`config.mk`:
```
export PLATFORM = sky130hd
export DESIGN_NAME = bulk_fill_engine
export DESIGN_NICKNAME = d
export VERILOG_FILES = /design/src/rtl/bulk_fill_pkg.sv /design/src/rtl/bulk_cmd_decode.sv /design/src/rtl/bulk_busy_timer.sv /design/src/rtl/bulk_fill_seq.sv /design/src/rtl/bulk_byte_array.sv /design/src/rtl/bulk_fill_engine.sv
export SDC_FILE = /design/constraint.sdc
export NUM_CORES = 2
export LEC_CHECK = 0
export ABC_AREA = 1
export CAP_MARGIN = 30
export CORE_MARGIN = 10
export CORE_UTILIZATION = 41
export DETAILED_ROUTE_END_ITERATION = 16
export PLACE_DENSITY_LB_ADDON = 0.08
export SYNTH_ARGS = -nofsm -noshare
export SYNTH_HDL_FRONTEND = slang
export SYNTH_SLANG_ARGS = --single-unit
```
`constraint.sdc`:
```
create_clock -name clk -period 2.2 [get_ports clk]
set_input_delay 0.33 -clock clk [delete_from_list [all_inputs] [get_ports clk]]
set_output_delay 0.33 -clock clk [all_outputs]
set_load 0.02 [all_outputs]
```
`src/rtl/bulk_fill_pkg.sv`:
```
// Shared types for the bulk fill engine.
// Assumes: the system opcode carries a two-bit sub-operation in the
// leading bits of the address field of the active organisation.
package bulk_fill_pkg;

    localparam logic [1:0] OPC_SYS = 2'b00;

    typedef enum logic [1:0] {
        SUB_LOCK   = 2'b00,
        SUB_FILL   = 2'b01,
        SUB_CLEAR  = 2'b10,
        SUB_UNLOCK = 2'b11
    } subop_e;

    typedef struct packed {
        logic        start;
        logic        wide;
        logic [15:0] value;
    } fill_cmd_t;

endpackage

```
`src/rtl/bulk_cmd_decode.sv`:
```
// Decodes the system opcode and keeps the write-enable latch.
// Assumes: requests are single-cycle pulses and are ignored while busy.
module bulk_cmd_decode
    import bulk_fill_pkg::*;
#(
    parameter int AW8 = 7
) (
    input  logic             clk,
    input  logic             rst_n,
    input  logic             busy,
    input  logic             wide_org,
    input  logic             req_valid,
    input  logic [1:0]       req_opcode,
    input  logic [AW8-1:0]   req_addr,
    input  logic [15:0]      req_data,
    output fill_cmd_t        cmd,
    output logic             wel
);

    subop_e sub;
    logic   sys_hit;

    // Pick the sub-operation from the leading bits of the active address length.
    always_comb begin
        if (wide_org) begin
            sub = subop_e'(req_addr[AW8-2 -: 2]);
        end else begin
            sub = subop_e'(req_addr[AW8-1 -: 2]);
        end
        sys_hit = req_valid && !busy && (req_opcode == OPC_SYS);
    end

    // Write-enable latch: set by unlock, cleared by lock or reset.
    always_ff @(posedge clk) begin
        if (!rst_n) begin
            wel <= 1'b0;
        end else if (sys_hit && sub == SUB_UNLOCK) begin
            wel <= 1'b1;
        end else if (sys_hit && sub == SUB_LOCK) begin
            wel <= 1'b0;
        end
    end

    // Form the bulk command and the value it spreads.
    always_comb begin
        cmd.start = sys_hit && wel && (sub == SUB_FILL || sub == SUB_CLEAR);
        cmd.wide  = wide_org;
        if (sub == SUB_CLEAR) begin
            cmd.value = 16'hFFFF;
        end else if (wide_org) begin
            cmd.value = req_data;
        end else begin
            cmd.value = {8'h00, req_data[7:0]};
        end
    end

endmodule

```
`src/rtl/bulk_busy_timer.sv`:
```
// Holds busy for exactly CYCLES clocks after a start pulse.
// Assumes: start is only raised while busy is low.
module bulk_busy_timer #(
    parameter int CYCLES = 200
) (
    input  logic clk,
    input  logic rst_n,
    input  logic start,
    output logic busy
);

    localparam int CW = $clog2(CYCLES + 1);
    localparam logic [CW-1:0] LAST = CW'(CYCLES - 1);

    logic [CW-1:0] cnt_q;

    // Count the programmed duration and drop busy on the last cycle.
    always_ff @(posedge clk) begin
        if (!rst_n) begin
            busy  <= 1'b0;
            cnt_q <= '0;
        end else if (busy) begin
            cnt_q <= cnt_q + 1'b1;
            if (cnt_q == LAST) begin
                busy <= 1'b0;
            end
        end else if (start) begin
            busy  <= 1'b1;
            cnt_q <= '0;
        end
    end

endmodule

```
`src/rtl/bulk_fill_seq.sv`:
```
// Walks the location pointer from zero to the last location of the
// organisation latched at start, issuing one array write per clock.
// Assumes: CYCLES of the timer is at least the location count.
module bulk_fill_seq #(
    parameter int AW8 = 7
) (
    input  logic           clk,
    input  logic           rst_n,
    input  logic           start,
    input  logic           wide_in,
    input  logic [15:0]    value_in,
    output logic           we,
    output logic           wide,
    output logic [AW8-1:0] waddr,
    output logic [15:0]    wdata
);

    localparam int DEPTH8 = 1 << AW8;
    localparam logic [AW8-1:0] LAST8  = AW8'(DEPTH8 - 1);
    localparam logic [AW8-1:0] LAST16 = AW8'(DEPTH8 / 2 - 1);

    logic           filling_q;
    logic [AW8-1:0] ptr_q;
    logic [AW8-1:0] last;

    // Last location of the latched organisation.
    always_comb last = wide ? LAST16 : LAST8;

    // Latch operand and organisation, then advance one location per clock.
    always_ff @(posedge clk) begin
        if (!rst_n) begin
            filling_q <= 1'b0;
            ptr_q     <= '0;
            wide      <= 1'b0;
            wdata     <= 16'hFFFF;
        end else if (filling_q) begin
            ptr_q <= ptr_q + 1'b1;
            if (ptr_q == last) begin
                filling_q <= 1'b0;
            end
        end else if (start) begin
            filling_q <= 1'b1;
            ptr_q     <= '0;
            wide      <= wide_in;
            wdata     <= value_in;
        end
    end

    // Drive the array write port from the sequencer state.
    always_comb begin
        we    = filling_q;
        waddr = ptr_q;
    end

endmodule

```
`src/rtl/bulk_byte_array.sv`:
```
// Byte-wide register file standing in for the non-volatile array.
// Word writes touch two bytes (low byte at the even address).
// Assumes: AW8 >= 3; the read port follows the current strap.
module bulk_byte_array #(
    parameter int AW8 = 7
) (
    input  logic           clk,
    input  logic           rst_n,
    input  logic           we,
    input  logic           wide,
    input  logic [AW8-1:0] waddr,
    input  logic [15:0]    wdata,
    input  logic           rd_wide,
    input  logic [AW8-1:0] rd_addr,
    output logic [15:0]    rd_data
);

    localparam int DEPTH8 = 1 << AW8;

    logic [DEPTH8*8-1:0] flat;
    logic [AW8-1:0]      rd_lo;

    for (genvar i = 0; i < DEPTH8; i++) begin : g_byte
        localparam logic [AW8-1:0] IDX = AW8'(i);
        logic       hit;
        logic [7:0] d;
        logic [7:0] byte_q;

        // Decide whether this byte is addressed and which half it takes.
        always_comb begin
            if (wide) begin
                hit = we && (waddr[AW8-2:0] == IDX[AW8-1:1]);
                d   = IDX[0] ? wdata[15:8] : wdata[7:0];
            end else begin
                hit = we && (waddr == IDX);
                d   = wdata[7:0];
            end
        end

        // Storage cell, all ones after reset.
        always_ff @(posedge clk) begin
            if (!rst_n) begin
                byte_q <= 8'hFF;
            end else if (hit) begin
                byte_q <= d;
            end
        end

        assign flat[i*8 +: 8] = byte_q;
    end

    // Read mux in the organisation currently strapped.
    always_comb begin
        if (rd_wide) begin
            rd_lo   = {rd_addr[AW8-2:0], 1'b0};
            rd_data = flat[{rd_lo, 3'b000} +: 16];
        end else begin
            rd_lo   = rd_addr;
            rd_data = {8'h00, flat[{rd_lo, 3'b000} +: 8]};
        end
    end

endmodule

```
`src/rtl/bulk_fill_engine.sv`:
```
// Whole-array fill/clear engine of a serial EEPROM.
// Takes decoded instructions, spreads one value over the whole array and
// reports busy for the programmed write time.
// Assumes: CYCLES >= 2**ADDR_W8 so the fill ends inside the busy window.
module bulk_fill_engine
    import bulk_fill_pkg::*;
#(
    parameter int ADDR_W8 = 7,
    parameter int CYCLES  = 200
) (
    input  logic               clk,
    input  logic               rst_n,
    input  logic               wide_org,
    input  logic               req_valid,
    input  logic [1:0]         req_opcode,
    input  logic [ADDR_W8-1:0] req_addr,
    input  logic [15:0]        req_data,
    input  logic [ADDR_W8-1:0] rd_addr,
    output logic [15:0]        rd_data,
    output logic               busy
);

    fill_cmd_t           cmd;
    logic                wel;
    logic                arr_we;
    logic                arr_wide;
    logic [ADDR_W8-1:0]  arr_addr;
    logic [15:0]         arr_data;

    bulk_cmd_decode #(.AW8(ADDR_W8)) u_decode (
        .clk        (clk),
        .rst_n      (rst_n),
        .busy       (busy),
        .wide_org   (wide_org),
        .req_valid  (req_valid),
        .req_opcode (req_opcode),
        .req_addr   (req_addr),
        .req_data   (req_data),
        .cmd        (cmd),
        .wel        (wel)
    );

    bulk_busy_timer #(.CYCLES(CYCLES)) u_timer (
        .clk   (clk),
        .rst_n (rst_n),
        .start (cmd.start),
        .busy  (busy)
    );

    bulk_fill_seq #(.AW8(ADDR_W8)) u_seq (
        .clk      (clk),
        .rst_n    (rst_n),
        .start    (cmd.start),
        .wide_in  (cmd.wide),
        .value_in (cmd.value),
        .we       (arr_we),
        .wide     (arr_wide),
        .waddr    (arr_addr),
        .wdata    (arr_data)
    );

    bulk_byte_array #(.AW8(ADDR_W8)) u_array (
        .clk     (clk),
        .rst_n   (rst_n),
        .we      (arr_we),
        .wide    (arr_wide),
        .waddr   (arr_addr),
        .wdata   (arr_data),
        .rd_wide (wide_org),
        .rd_addr (rd_addr),
        .rd_data (rd_data)
    );

endmodule

```
## Word level (Yosys, flattened, before mapping)

Index checks and enable logic that the tools add are counted.

- $add $sub $neg: 2
- Bitwise gates (word level): 1
- Reductions and logical operators: 208
- Equal/unequal tests: 195
- Muxes and demuxes: 145
- Shift-type cells: 2

Operator list:

| cell | number |
|---|---|
| 1024-bit by 11-bit variable part select with 16-bit output | 1 |
| 1024-bit by 11-bit variable part select with 8-bit output | 1 |
| 7-bit == test (second input constant) | 64 |
| 7-bit by 6-bit == test with 1-bit output (second input constant) | 32 |
| 1-bit logical AND | 198 |
| 6-bit == test (second input constant) | 32 |
| 1-bit 2-to-1 mux | 135 |
| 7-bit by 5-bit == test with 1-bit output (second input constant) | 16 |
| 6-bit by 5-bit == test with 1-bit output (second input constant) | 16 |
| 7-bit by 4-bit == test with 1-bit output (second input constant) | 8 |
| 6-bit by 4-bit == test with 1-bit output (second input constant) | 8 |
| 16-bit 2-to-1 mux | 3 |
| 7-bit by 3-bit == test with 1-bit output (second input constant) | 4 |
| 6-bit by 3-bit == test with 1-bit output (second input constant) | 4 |
| 8-bit 2-to-1 mux | 3 |
| 7-bit 2-to-1 mux | 3 |
| 7-bit by 2-bit == test with 1-bit output (second input constant) | 2 |
| 6-bit by 2-bit == test with 1-bit output (second input constant) | 2 |
| 8-bit by 1-bit adder with 8-bit output (second input constant) | 1 |
| 8-bit == test (second input constant) | 1 |
| 7-bit by 1-bit adder with 7-bit output (second input constant) | 1 |
| 7-bit by 1-bit == test with 1-bit output (second input constant) | 1 |
| 7-bit == test | 1 |
| 7-bit logical NOT | 1 |
| 11 further kinds | 15 |

- Input bits: 36
- Flip-flop bits (word level): 1059
- Word-level logic and storage cells: 688
- Output and inout bits: 17

## Logic depth before layout (Yosys ltp)

- Depth in word-level cells: 7
- Gate-level depth with buffers: 15
- Gate-level depth less buffers: 11

## By module

A second synthesis with hierarchy kept.

- Cell total of the unflattened synthesis: 8783
- Area total of the unflattened synthesis: 56142.6 um^2

By module, submodules not included:

| module | cells an instance | area an instance (um^2) | times used | sequential area each (um^2) |
|---|---|---|---|---|
| bulk_byte_array | 8536 | 54412.2 | 1 | 20499.7 |
| bulk_fill_seq | 129 | 980.9 | 1 | 500.5 |
| bulk_busy_timer | 69 | 476.7 | 1 | 180.2 |
| bulk_cmd_decode | 49 | 272.8 | 1 | 20.0 |

## Worst setup path before layout

No wires, ideal clock.

- Path kind: input-to-output
- From: input rd_addr[2]
- To: output rd_data[12]
- Cell stages on the path: 8
- Buffers on the path: 4
- Data required time: 1.870 ns
- Arrival time: 1.809 ns
- Path slack: 0.061 ns
- Cell sequence: buf_2 > buf_2 > buf_2 > buf_1 > nand3_1 > nand3_1 > nand3_1 > a31oi_1

- Word-level cells in the longest chain between the ends: 2

RTL lines:

| element | RTL line | RTL |
|---|---|---|
| from (decl) | bulk_fill_engine.sv:18 | `input logic [ADDR_W8-1:0] rd_addr,` |
| 1024-bit by 11-bit variable part select with 16-bit output | bulk_byte_array.sv:56 | `rd_data = flat[{rd_lo, 3'b000} +: 16];` |
| 16-bit 2-to-1 mux | bulk_byte_array.sv:54 | `if (rd_wide) begin` |
| to (decl) | bulk_fill_engine.sv:19 | `output logic [15:0] rd_data,` |

No other way between the ends.

## Worst setup path after layout

- From: register u_array.g_byte[116].byte_q[1]
- To: output rd_data[1]

- Word-level cells in the longest chain between the ends: 2
- Elaborated cells on any way between the ends: 3
- Those cells by class: shift (2); mux (1)

RTL lines:

| element | RTL line | RTL |
|---|---|---|
| from (decl) | bulk_byte_array.sv:27 | `logic [7:0] byte_q;` |
| from (signal assigned) | bulk_byte_array.sv:43 | `byte_q <= 8'hFF;` |
| from (signal assigned) | bulk_byte_array.sv:45 | `byte_q <= d;` |
| 1024-bit by 11-bit variable part select with 8-bit output / 1024-bit by 11-bit variable part select with 16-bit output (equally long branches) | bulk_byte_array.sv:59, bulk_byte_array.sv:56 |  |
| 16-bit 2-to-1 mux * | bulk_byte_array.sv:54 |  |

Every way passes the cells marked *; elsewhere a longest branch is shown, timed or not.

==> results.cfg <==
[timing]
period_needed_ps = 2720
setup_viol = 16
setup_ws_ps = -518
hold_violations = 0
fin_crit_sh_pct = 124
setup_tns_ps = -7180
rsz0062_at_grt = true
slew_viol_final = 0
relSlewSlack_pct = 46.6
max_freq_mhz = 368
skew_ps = 31.2
tightest_slew_ps = 798

[final_layout]
drive_above_1_share_pct = 26.3
final_common_cell = nand2_1
num_antenna_cells = 0
final_cell_mix = nand2_1, nand3_1, dfxtp_1, buf_4, nand3_2
nNetsFinal = 9334
area_delta_synth_final_pct = 31.0
final-instance-count-excl-fill = 11200
final_core_util_pct = 53.9

[floorplanning]
fp.dieH_um = 391
die_area_um2 = 153000
placementRows = 136
core_area_um2 = 137000
die_w_um = 391
start_util_pct = 41.2
io_pins = 53

[clocking]
numCtsBuffers = 119
insertion_delay_ps = 790
cts_sinks = 1059
root_buffer = clkbuf_16
clk_pin_slew_ps = 60
cts.path.max_buffers = 3
cts_tree = done
ctsHtreeMaxLevel = 3

[drt]
drc = 0
ant_nets = 0
vias = 65500
drt_iter0_markers = 8176
vias_per_cell = 5.86
first_pass_iters = 8
wl_per_cell_um = 24.4
wirelength_um = 272000

[critical_path]
r2r_start = u_seq.waddr[1]$_SDFFE_PN0P_
worstPathMaxFanout = 2
worstSetupStartpointType = register
arrival_ps = 2390
setup.worst_path.class = reg -> out
worstReg2RegEnd = u_array.g_byte[13].byte_q[1]$_SDFFE_PN1P_
critPathRequiredTime_ps = 1870
rrSetupSlack_ps = 70
worstSetupEndpointType = output port
r2r_cells = 10

[yosys]
seq_area_frac_synth_pct = 37.6
synth_seq_cells = 1059
syn-num-nets = 9027
yosys.cell_types.count = 36
synthFlopType = dfxtp_1
ys_async_sr_fraction_pct = 0
synth_area_per_cell_um2 = 6.28
synth-edff-count = 0
syn_area_um2 = 56400
yosysWarnings = 0
synthCells = 8983

[run]
maxCapViolations = 0

[global_route]
grt_pass1_vias = 59500
overflow = 0
grt_max_degree = 110
grtUsageTotal_pct = 33.9
grt_pass1_wl_um = 394000
antenna_found_initial = 2

[place]
gp_congestion = 0.993
dp_cells = 10900
dp_hpwl_um = 186000
numPortBuffers = 48

[min_path]
hold_end = u_seq.wdata[0]$_SDFFE_PN1P_
hp-start = req_data[0]
hold_class = in -> reg
hold_depth = 3

[status]
violations = negative setup slack
status = finished with violations

[power_and_ir_drop]
p_leak_nw = 36.6
powerDensity_nw_per_um2 = 639
peakVddDrop_mv = 0.680
==> metal layers <==
layer,vias up,wire (um),GRT usage [%]
met5,-,0,0
met4,0,14600,14.8
met3,661,25400,5.70
met2,3087,119000,52.2
met1,31300,114000,46.4
li1,30400,-,-
==> worst max-delay path by stage <==
| stage | startpoint | end | slack (ps) | cells after the start |
|---|---|---|---|---|
| 3_5_place_dp | rd_addr[0] | rd_data[12] | -1010 | 13 |
| 3_3_place_gp | rd_addr[0] | rd_data[12] | -1010 | 13 |
| 4_1_cts | u_array.g_byte[17].byte_q[2]$_SDFFE_PN1P_ | rd_data[10] | -480 | 9 |
| 2_1_floorplan | rd_addr[2] | rd_data[12] | 60 | 8 |
| 6_report | u_array.g_byte[116].byte_q[1]$_SDFFE_PN1P_ | rd_data[1] | -520 | 9 |
| 5_1_grt | u_array.g_byte[91].byte_q[4]$_SDFFE_PN1P_ | rd_data[4] | -530 | 12 |
==> area by class of cell <==
class / instances / area, um2
clock buffers: 169 / 3430
clock inverters: 52 / 664
fillers: 13500 / 63100
inverters: 181 / 726
multi-input cells: 7085 / 36600
flip-flops and latches: 1059 / 21700
well taps: 1794 / 2240
repair buffers: 843 / 8520
repair inverters: 1 / 11.3
==> kinds of logic after synthesis <==
group                    count (synthesis)  synth area share (%)
AO/OA/AOI/OAI                          127                  1.65
flip-flops                            1059                  37.6
AND/OR/NAND/NOR                       6950                  54.0
adder cells (fa/ha/maj)                  8                 0.178
buffers and inverters                  839                  6.62
==> metrics by stage <==
| stage | hold WS, ps | setup slack [ps] | total power, W | instance area [um2] |
|---|---|---|---|---|
| after floorplan | 429 | 60.9 | 0.0226 | 56400 |
| after global placement | 437 | -1010 | 0.0251 | 63500 |
| after detailed placement | 443 | -1010 | 0.0251 | 63500 |
| after CTS | 79.5 | -480 | 0.0468 | 71700 |
| after global routing | 120 | -527 | 0.0484 | 73900 |
| final | 112 | -518 | 0.0472 | 73900 |
==> sequential cells by signal, summed over array words and instances (netlist names) <==
name and cells:
u_array.g_byte.byte_q 1024, u_seq.wdata 16, u_timer.cnt_q 8, u_seq.waddr 7, u_decode.wel 1, u_seq.we 1
u_seq.wide 1, u_timer.busy 1
==> synthesized netlist by cell type (2+ instances only) <==
cell type     n  area (um2)
nand2_1    3684       13800
nand3_1    3087       15400
dfxtp_1    1059       21200
clkbuf_1    286        1070
buf_2       205        1030
inv_2       138         518
nand2_2     120         751
buf_1        86         323
buf_4        74         556
o211ai_1     62         465
inv_1        41         154
nor2_1       23        86.3
a21oi_1      15        75.1
a31oi_1      13        81.3
nor2_2       12        75.1
nor2_4       12         135
o21ai_0       9        45.0
ha_1          8         100
buf_6         7        78.8
a221o_1       6        60.1
a32oi_1       6        52.6
o211ai_2      6        75.1
a211oi_1      4        30.0
nor3_1        3        15.0
clkinv_1      2        7.51
nor3_4        2        32.5
o21ai_1       2        10.0
o21ai_2       2        17.5
or2_2         2        12.5
==> critical path, stage by stage (launching register included) <==
cell and delay (ps):
dfxtp_2 330, nand2_1 100, nand3_1 120, nand3_1 180, nand3_2 190, nand3_1 200
nand3_2 110, nand3_2 100, nand2_4 110, buf_6 150
==> report_power, final <==
group	internal, W	leakage (nW)	switching (W)
registers	0.0191	8.40	0.00000420
logic	0.00241	26.2	0.00444
clock network	0.0122	1.97	0.00904
total	0.0337	36.6	0.0135
==> repair_timing <==
| action | 4_1_cts | 5_1_grt |
|---|---|---|
| hold endpoints to repair | 20 | 0 |
| pin swaps | 188 | 187 |
| gates resized for setup | 908 | 518 |
| setup endpoints to repair | 98 | 158 |
| buffers inserted | 10 | 6 |
| cloned | 5 | 8 |
| hold buffers | 1 | 0 |
(Power assumes the default switching activity.)
